==> src/rtl/irq_ctrl_pkg.sv <==
package irq_ctrl_pkg;
  localparam int unsigned IRQ_GRPS    = 6;
  localparam int unsigned IRQ_PER_GRP = 3;
  localparam int unsigned IRQ_LVL_W   = 2;
  localparam int unsigned IRQ_STK     = 4;
endpackage

==> src/rtl/irq_pend_flags.sv <==
module irq_pend_flags #(
  parameter int unsigned N = 18
) (
  input  logic         clk_i,
  input  logic         rst_ni,
  input  logic [N-1:0] set_i,
  input  logic [N-1:0] clr_i,
  output logic [N-1:0] pend_o
);
  logic [N-1:0] pend_q;

  // a new request beats a clear of the same source
  always_ff @(posedge clk_i or negedge rst_ni) begin
    if (!rst_ni) pend_q <= '0;
    else         pend_q <= (pend_q & ~clr_i) | set_i;
  end

  assign pend_o = pend_q;
endmodule

==> src/rtl/irq_grp_arb.sv <==
module irq_grp_arb #(
  parameter int unsigned N_GRP  = 6,
  parameter int unsigned GRP_SZ = 3,
  parameter int unsigned LVL_W  = 2,
  parameter int unsigned VEC_W  = 5
) (
  input  logic [N_GRP*GRP_SZ-1:0] elig_i,
  input  logic [N_GRP*LVL_W-1:0]  grp_lvl_i,
  output logic                    found_o,
  output logic [VEC_W-1:0]        idx_o,
  output logic [LVL_W-1:0]        lvl_o
);
  localparam int unsigned N = N_GRP * GRP_SZ;

  logic [LVL_W-1:0] src_lvl [N];

  for (genvar g = 0; g < N_GRP; g++) begin : g_grp
    for (genvar k = 0; k < GRP_SZ; k++) begin : g_mem
      assign src_lvl[g*GRP_SZ+k] = grp_lvl_i[g*LVL_W +: LVL_W];
    end
  end

  // ascending scan, strict compare: lowest index keeps ties
  always_comb begin
    found_o = 1'b0;
    idx_o   = '0;
    lvl_o   = '0;
    for (int s = 0; s < N; s++) begin
      if (elig_i[s] && (!found_o || src_lvl[s] > lvl_o)) begin
        found_o = 1'b1;
        idx_o   = s[VEC_W-1:0];
        lvl_o   = src_lvl[s];
      end
    end
  end
endmodule

==> src/rtl/irq_nest_stack.sv <==
module irq_nest_stack #(
  parameter int unsigned DEPTH = 4,
  parameter int unsigned LVL_W = 2,
  localparam int unsigned DEP_W = $clog2(DEPTH + 1)
) (
  input  logic             clk_i,
  input  logic             rst_ni,
  input  logic             push_i,
  input  logic             pop_i,
  input  logic [LVL_W-1:0] lvl_i,
  output logic             busy_o,
  output logic [LVL_W-1:0] top_o,
  output logic [DEP_W-1:0] depth_o
);
  logic [LVL_W-1:0] lvl_q [DEPTH];
  logic [DEP_W-1:0] depth_q;
  logic             full;

  assign full = (depth_q == DEP_W'(DEPTH));

  always_ff @(posedge clk_i or negedge rst_ni) begin
    if (!rst_ni) begin
      depth_q <= '0;
      for (int i = 0; i < DEPTH; i++) lvl_q[i] <= '0;
    end else if (pop_i && depth_q != '0) begin
      depth_q <= depth_q - 1'b1;
    end else if (push_i && !full) begin
      depth_q <= depth_q + 1'b1;
      for (int i = 0; i < DEPTH; i++)
        if (depth_q == DEP_W'(i)) lvl_q[i] <= lvl_i;
    end
  end

  always_comb begin
    top_o = '0;
    for (int i = 0; i < DEPTH; i++)
      if (depth_q == DEP_W'(i + 1)) top_o = lvl_q[i];
  end

  assign busy_o  = (depth_q != '0);
  assign depth_o = depth_q;
endmodule

==> src/rtl/grp_irq_ctrl.sv <==
module grp_irq_ctrl
  import irq_ctrl_pkg::*;
#(
  parameter int unsigned N_GRP     = IRQ_GRPS,
  parameter int unsigned GRP_SZ    = IRQ_PER_GRP,
  parameter int unsigned LVL_W     = IRQ_LVL_W,
  parameter int unsigned STK_DEPTH = IRQ_STK,
  parameter logic [N_GRP*GRP_SZ-1:0] WAKE_MASK = 18'h2_0007
) (
  input  logic                           clk_i,
  input  logic                           rst_ni,
  input  logic [N_GRP*GRP_SZ-1:0]        req_i,
  input  logic [N_GRP*GRP_SZ-1:0]        src_en_i,
  input  logic                           gie_i,
  input  logic                           prio_we_i,
  input  logic [$clog2(N_GRP)-1:0]       prio_grp_i,
  input  logic [LVL_W-1:0]               prio_lvl_i,
  input  logic                           ack_i,
  input  logic                           ret_i,
  input  logic                           sleep_i,
  output logic                           irq_o,
  output logic [$clog2(N_GRP*GRP_SZ)-1:0] irq_vec_o,
  output logic [LVL_W-1:0]               irq_lvl_o,
  output logic                           wake_o
);
  localparam int unsigned N_SRC = N_GRP * GRP_SZ;
  localparam int unsigned VEC_W = $clog2(N_SRC);
  localparam int unsigned GRP_W = $clog2(N_GRP);
  localparam int unsigned DEP_W = $clog2(STK_DEPTH + 1);

  logic [N_GRP*LVL_W-1:0] prio_q;
  logic [N_SRC-1:0]       pend_q, clr, elig;
  logic                   found, stk_busy, take, give_back;
  logic [VEC_W-1:0]       best_idx;
  logic [LVL_W-1:0]       best_lvl, stk_top;
  logic [DEP_W-1:0]       stk_depth;

  for (genvar g = 0; g < N_GRP; g++) begin : g_prio
    always_ff @(posedge clk_i or negedge rst_ni) begin
      if (!rst_ni) prio_q[g*LVL_W +: LVL_W] <= '0;
      else if (prio_we_i && prio_grp_i == GRP_W'(g))
        prio_q[g*LVL_W +: LVL_W] <= prio_lvl_i;
    end
  end

  assign elig = pend_q & src_en_i & {N_SRC{gie_i}};

  irq_grp_arb #(
    .N_GRP(N_GRP), .GRP_SZ(GRP_SZ), .LVL_W(LVL_W), .VEC_W(VEC_W)
  ) u_arb (
    .elig_i   (elig),
    .grp_lvl_i(prio_q),
    .found_o  (found),
    .idx_o    (best_idx),
    .lvl_o    (best_lvl)
  );

  assign irq_o     = found && (!stk_busy || best_lvl > stk_top);
  assign irq_vec_o = irq_o ? best_idx : '0;
  assign irq_lvl_o = irq_o ? best_lvl : '0;

  // return wins over acknowledge in the same cycle
  assign give_back = ret_i;
  assign take      = ack_i && irq_o && !ret_i;

  for (genvar s = 0; s < N_SRC; s++) begin : g_clr
    assign clr[s] = take && (best_idx == VEC_W'(s));
  end

  irq_pend_flags #(.N(N_SRC)) u_pend (
    .clk_i (clk_i),
    .rst_ni(rst_ni),
    .set_i (req_i),
    .clr_i (clr),
    .pend_o(pend_q)
  );

  irq_nest_stack #(.DEPTH(STK_DEPTH), .LVL_W(LVL_W)) u_stk (
    .clk_i  (clk_i),
    .rst_ni (rst_ni),
    .push_i (take),
    .pop_i  (give_back),
    .lvl_i  (best_lvl),
    .busy_o (stk_busy),
    .top_o  (stk_top),
    .depth_o(stk_depth)
  );

  assign wake_o = sleep_i && |(pend_q & src_en_i & WAKE_MASK);
endmodule

==> config.mk <==
export PLATFORM = sky130hd
export DESIGN_NAME = grp_irq_ctrl
export DESIGN_NICKNAME = d
export VERILOG_FILES = /design/src/rtl/irq_ctrl_pkg.sv /design/src/rtl/irq_pend_flags.sv /design/src/rtl/irq_grp_arb.sv /design/src/rtl/irq_nest_stack.sv /design/src/rtl/grp_irq_ctrl.sv
export SDC_FILE = /design/constraint.sdc
export NUM_CORES = 1
export LEC_CHECK = 0
export BUFFER_PORTS_ARGS = -buffer_cell sky130_fd_sc_hd__buf_4
export CAP_MARGIN = 5
export CORE_UTILIZATION = 50
export DETAILED_ROUTE_END_ITERATION = 8
export GPL_TIMING_DRIVEN = 0
export PLACE_DENSITY = 0.83
export SYNTH_ARGS = -nofsm -noshare
export SYNTH_HDL_FRONTEND = slang
export SYNTH_SLANG_ARGS = --single-unit
==> constraint.sdc <==
create_clock -name clk_i -period 81.1 [get_ports clk_i]
set_input_delay 16.22 -clock clk_i [delete_from_list [all_inputs] [get_ports clk_i]]
set_output_delay 16.22 -clock clk_i [all_outputs]
set_load 0.01 [all_outputs]
After elaboration in Yosys (flattened, before gate mapping)
Index checks and enable logic that the tools add are counted.
Operators by class
  add/subtract/negate cells: 2
  $lt $le $gt $ge: 18
  eq/ne operators: 26
  mux-type cells: 61
  bitwise logic cells: 6
  reduce and logical (&&, ||, !) cells: 95
Operator list (count)
  18-bit bitwise AND: 3
  2-bit two-way mux: 25
  1-bit logical AND: 47
  5-bit by 4-bit equality test with 1-bit output, second input constant: 8
  2-bit > comparator: 18
  4-bit two-way mux: 8
  5-bit by 3-bit equality test with 1-bit output, second input constant: 4
  1-bit logical NOT: 20
  1-bit two-way mux: 19
  1-bit logical OR: 18
  3-bit two-way mux: 6
  18-bit inverter: 1
  18-bit OR: 1
  5-bit two-way mux: 3
  3-bit by 2-bit equality test with 1-bit output, second input constant: 4
  3-bit AND reduction: 4
  5-bit by 2-bit equality test with 1-bit output, second input constant: 2
  5-bit equality test, second input constant: 2
  3-bit equality test, second input constant: 3
  3-bit by 1-bit equality test with 1-bit output, second input constant: 2
  3-bit logical NOT: 2
  5-bit by 1-bit equality test with 1-bit output, second input constant: 1
  5-bit logical NOT: 1
  4-bit OR reduction: 1
  other kinds (5): 5
Storage, ports and cells
  flip-flop bits (word level): 41
  word-level logic and storage cells: 220

Longest topological paths before layout
  depth after elaboration: 80
  depth in mapped cells: 121

Modules after synthesis
Synthesis repeated with hierarchy kept, for this count alone.
Unflattened totals
  cell total of the unflattened synthesis: 468
  area total of the unflattened synthesis: 3998.8 um^2
Modules (own cells, without submodules)
  irq_grp_arb: instances 1, cells each 235, area an instance 1652.8 um^2, sequential area each 0.0 um^2
  grp_irq_ctrl: instances 1, cells each 114, area an instance 1011.0 um^2, sequential area each 300.3 um^2
  irq_nest_stack: instances 1, cells each 65, area an instance 681.9 um^2, sequential area each 275.3 um^2
  irq_pend_flags: instances 1, cells each 54, area an instance 653.1 um^2, sequential area each 450.4 um^2

Worst setup path after synthesis
No wires, ideal clock.
  path kind: input to output
  start point: in src_en_i[0]
  end point: out irq_vec_o[1]
  arrival time: 35477 ps
  data required time: 64880 ps
  slack: 29403 ps
  stages: 111
  cells stage by stage: a22oi_1 -> a21o_1 -> nor2_1 -> ha_1 -> nor2_1 -> maj3_1 -> o2111ai_1 -> o21ai_0 -> ha_1 -> nor2_1 -> o31ai_1 -> o211ai_2 -> nor2_1 -> a21oi_1 -> ha_1 -> nor2_1 -> maj3_1 -> o221a_1 -> [... 75 more ...] -> o21ai_0 -> a21oi_1 -> nor2_1 -> mux2i_1 -> ha_1 -> nor2b_1 -> o21ai_0 -> o22ai_1 -> nor3_1 -> mux2i_1 -> inv_1 -> ha_1 -> nor2b_1 -> o21ai_0 -> a32o_1 -> inv_2 -> nand2_1 -> a21oi_1
Between the ends
  cells in the longest elaborated chain, start to end: 75
  elaborated cells on any way between the ends: 126
RTL lines
  start, declared: line grp_irq_ctrl.sv:13  | input logic [N_GRP*GRP_SZ-1:0] src_en_i,
  18-bit bitwise AND * (2 in a row): line grp_irq_ctrl.sv:46  | assign elig = pend_q & src_en_i & {N_SRC{gie_i}};
  2-bit two-way mux / 1-bit two-way mux (equally long branches): line irq_grp_arb.sv:29  | if (elig_i[s] && (!found_o || src_lvl[s] > lvl_o)) begin
  2-bit > comparator / 1-bit logical NOT (equally long branches): line irq_grp_arb.sv:29
  1-bit logical OR: line irq_grp_arb.sv:29
  1-bit logical AND: line irq_grp_arb.sv:29
  2-bit two-way mux / 1-bit two-way mux (equally long branches): line irq_grp_arb.sv:29
  2-bit > comparator / 1-bit logical NOT (equally long branches): line irq_grp_arb.sv:29
  1-bit logical OR: line irq_grp_arb.sv:29
  [... 60 more ...]
  1-bit logical AND: line irq_grp_arb.sv:29
  2-bit two-way mux *: line irq_grp_arb.sv:29
  named net best_lvl[1]: line grp_irq_ctrl.sv:35  | logic [LVL_W-1:0] best_lvl, stk_top;
  2-bit > comparator *: line grp_irq_ctrl.sv:58  | assign irq_o = found && (!stk_busy || best_lvl > stk_top);
  1-bit logical OR *: line grp_irq_ctrl.sv:58
  1-bit logical AND *: line grp_irq_ctrl.sv:58
  named net irq_o: line grp_irq_ctrl.sv:21  | output logic irq_o,
  5-bit two-way mux *: line grp_irq_ctrl.sv:59  | assign irq_vec_o = irq_o ? best_idx : '0;
  end, declared: line grp_irq_ctrl.sv:22  | output logic [$clog2(N_GRP*GRP_SZ)-1:0] irq_vec_o,
Mark *: on every way through the listed nets, which the timed path passes. The rest lies on a longest branch.

Final worst setup path
  start point: in src_en_i[0]
  end point: out irq_vec_o[2]
Between the ends
  cells in the longest elaborated chain, start to end: 75
  elaborated cells on any way between the ends: 124
RTL lines (line)
  18-bit bitwise AND * (2 in a row): grp_irq_ctrl.sv:46
  2-bit two-way mux / 1-bit two-way mux (equally long branches): irq_grp_arb.sv:29
  2-bit > comparator / 1-bit logical NOT (equally long branches): irq_grp_arb.sv:29
  1-bit logical OR: irq_grp_arb.sv:29
  1-bit logical AND: irq_grp_arb.sv:29
  2-bit two-way mux / 1-bit two-way mux (equally long branches): irq_grp_arb.sv:29
  2-bit > comparator / 1-bit logical NOT (equally long branches): irq_grp_arb.sv:29
  1-bit logical OR: irq_grp_arb.sv:29
  [... 59 more ...]
  1-bit logical OR: irq_grp_arb.sv:29
  1-bit logical AND: irq_grp_arb.sv:29
  2-bit two-way mux *: irq_grp_arb.sv:29
  named net best_lvl[1]: grp_irq_ctrl.sv:35
  2-bit > comparator *: grp_irq_ctrl.sv:58
  1-bit logical OR *: grp_irq_ctrl.sv:58
  1-bit logical AND *: grp_irq_ctrl.sv:58
  5-bit two-way mux *: grp_irq_ctrl.sv:59
Marks and branches as above.

==> impl_metrics.json <==
{
  "cp_slowest_cell": "a21oi_1",
  "hold_path_class": "flip-flop to flip-flop",
  "reg2regPathDepth": 116,
  "gp_congestion": 0.949,
  "cts_sinks": 41,
  "start_util": 0.518,
  "cts_tree": "yes",
  "io_buffers": 56,
  "status": "finished clean",
  "period_share": 0.684,
  "holdWs_ns": 0.498,
  "drc": 0,
  "clk_latency_ns": 0.29,
  "maxCapViolations": 0,
  "finalSetupViolCount": 0,
  "cp.arrival_ns": 39.22,
  "num_rows": 31,
  "fin_area_sq_um": 4390,
  "hold_end": "u_stk.lvl_q[3]$_DFFE_PN0P_",
  "drtIter0Drc": 237,
  "multiInputGateArea_sq_um": 2600,
  "vias": 4056,
  "worst_slack_ns": 25.66,
  "regArea_sq_um": 1030,
  "synth_area_sq_um": 3770,
  "ys_warn_count": 0,
  "ys.flop_type": "dfrtp_1",
  "r2r_slack_ns": 56.56,
  "slew_headroom": 0.299,
  "avgRoutedWirePerCell_um": 17.0,
  "power_per_cell_area_nw_per_um2": 33.2,
  "htreeDepth": 2,
  "vias_per_cell": 6.34,
  "die_y_um": 88.9,
  "rsz0062_at_grt": "false",
  "yosys-top-cells-area": "dfrtp_1, ha_1, nor2_1",
  "grt_pass1_vias": 3738,
  "grt_max_degree": 42,
  "drive_gt1_frac": 0.170,
  "p_leak_uw": 0.00191,
  "reg2reg_from": "u_pend.pend_o[0]$_DFF_PN0_",
  "postRouteAntennaNets": 0,
  "preCtsSetupSlack_ns": 26.11,
  "diodes": 0,
  "final_max_slew_viol_count": 0,
  "r2r_end": "u_pend.pend_o[1]$_DFF_PN0_",
  "path_class": "input pin to primary output",
  "syn_inst": 479,
  "grt_pass1_wl_um": 17300,
  "antenna_found_initial": 0,
  "synth_nets": 554,
  "slowest_delay_ns": 0.57,
  "routed_wl_um": 10900,
  "cp-end-kind": "primary output",
  "hold_path_startpoint": "u_stk.lvl_q[3]$_DFFE_PN0P_",
  "synth_edf_count": 0,
  "core_sq_um": 7290,
  "cts_resized": 0,
  "synthDistinctLibCells": 67,
  "cts_setup_buffers": 0,
  "hold_buffers": 0,
  "clkSlewWorstSetupHoldPaths_ns": 0.08,
  "final_hold_viol_count": 0,
  "cts-root-buf": "clkbuf_8",
  "ir_worst_vdd_uv": 33.2,
  "max_freq_ghz": 0.0180,
  "ys_async_sr_fraction": 1.00,
  "final_cell_mix": "nor2_1, buf_4, nand2_1, dfrtp_1, a21oi_1",
  "track_usage": 0.285,
  "ioPinCount": 57,
  "die_w_um": 88.9,
  "firstDrtPassIters": 5,
  "dp_hpwl_um": 8620,
  "critPathMaxFanout": 8,
  "die-area_sq_um": 7900,
  "area_growth_pct": 16.4,
  "ys_seq_elements": 41,
  "cts_buffers": 5,
  "final_nets": 617,
  "fillCellCount": 686,
  "syn_area_per_cell_sq_um": 7.88,
  "post_dp_cell_area_sq_um": 4320,
  "seq_area_frac_synth": 0.272,
  "finalPower_uw": 146,
  "grt-ovfl-total": 0,
  "final_common_cell": "nor2_1",
  "yosysTopAreaCell": "dfrtp_1",
  "yosysTopAreaCellShare": 0.272,
  "worstPathRequired_ns": 64.88,
  "worstMarginPinSlew_ns": 1.04,
  "ctsLongestPathBuffers": 2,
  "setup-tns-final_ns": 0,
  "holdPathStages": 2,
  "cpMostUsedCell": "nor2_1",
  "min_period_ns": 55.44,
  "critPathLaunchType": "input pin",
  "clock_skew_ns": 0.00536
}
per-layer routing:
layer	track usage	vias to the layer above	part of all wire
met4	0.130	0	0.037
met5	0	-	0
met1	0.365	1900	0.42
met3	0.0271	37	0.077
met2	0.487	189	0.47
li1	-	1930	-
where the power goes:
part | leakage (uW) | switching, uW | internal, uW | total [uW]
registers | 0.000441 | 3.48 | 25.0 | 28.5
logic | 0.00143 | 61.7 | 42.9 | 105
clock network | 0.0000399 | 7.08 | 5.68 | 12.8
total | 0.00191 | 72.3 | 73.5 | 146
flip-flops by register name, summed over array words and instances, names as in the netlist:
| name | flops |
|---|---|
| prio_q | 12 |
| u_pend.pend_o | 18 |
| u_stk.depth_o | 3 |
| u_stk.lvl_q | 8 |
metrics by stage:
step,cells,utilization
CTS,640,0.602
global route,640,0.602
detailed placement,634,0.592
finish,640,0.602
floorplan,479,-
global placement,634,0.592
synth_stat cells (3+ instances only):
master / instances
a21o_1: 10
a21oi_1: 36
a221o_1: 3
a22oi_1: 7
a31oi_1: 9
a41oi_1: 5
and2_1: 3
and3_1: 8
and4_1: 3
clkbuf_1: 9
dfrtp_1: 41
ha_1: 27
inv_1: 23
maj3_1: 4
mux2_2: 9
mux2_4: 4
mux2i_1: 3
nand2_1: 51
nand2b_1: 4
nand3_1: 23
nand4_1: 5
nor2_1: 62
nor2b_1: 9
nor3_1: 11
nor4_1: 4
o2111ai_1: 4
o211ai_1: 7
o21a_1: 6
o21ai_0: 32
o22ai_1: 6
or2_2: 3
how the worst max path moves through the flow:
| stage | slack [ns] | cells past startpoint | startpoint | to |
|---|---|---|---|---|
| after floorplan | 29.40 | 111 | src_en_i[0] | irq_vec_o[1] |
| after global placement | 26.68 | 113 | src_en_i[0] | irq_vec_o[1] |
| after detailed placement | 26.11 | 113 | src_en_i[0] | irq_vec_o[1] |
| after CTS | 25.94 | 113 | src_en_i[0] | irq_vec_o[1] |
| after global routing | 23.81 | 113 | src_en_i[0] | irq_vec_o[1] |
| final | 25.66 | 113 | src_en_i[0] | irq_vec_o[2] |
layout make-up:
cell class | count | area share
repair buffers | 56 | 0.0957
flip-flops and latches | 41 | 0.234
clock inverters | 1 | 0.00114
plain buffers | 11 | 0.0120
multi-input cells | 402 | 0.592
clock buffers | 5 | 0.0157
inverters | 25 | 0.0214
well taps | 99 | 0.0282
worst max-delay path: cells and delay by family:
family	cells	cell delay, ns
fa+ha+maj	19	5.80
buf+inv	5	0.57
simple gates	41	5.57
mux	6	2.08
compound gates	42	8.94
cell families after synthesis:
family	synth area share
and+or+nand+nor	0.249
AOI/OAI and AO/OA	0.287
DFF	0.272
buffers and inverters	0.0388
adders and majority gates	0.100
muxes	0.0507
xor gates and xnor gates	0.00232
(Power assumes the default switching activity.)
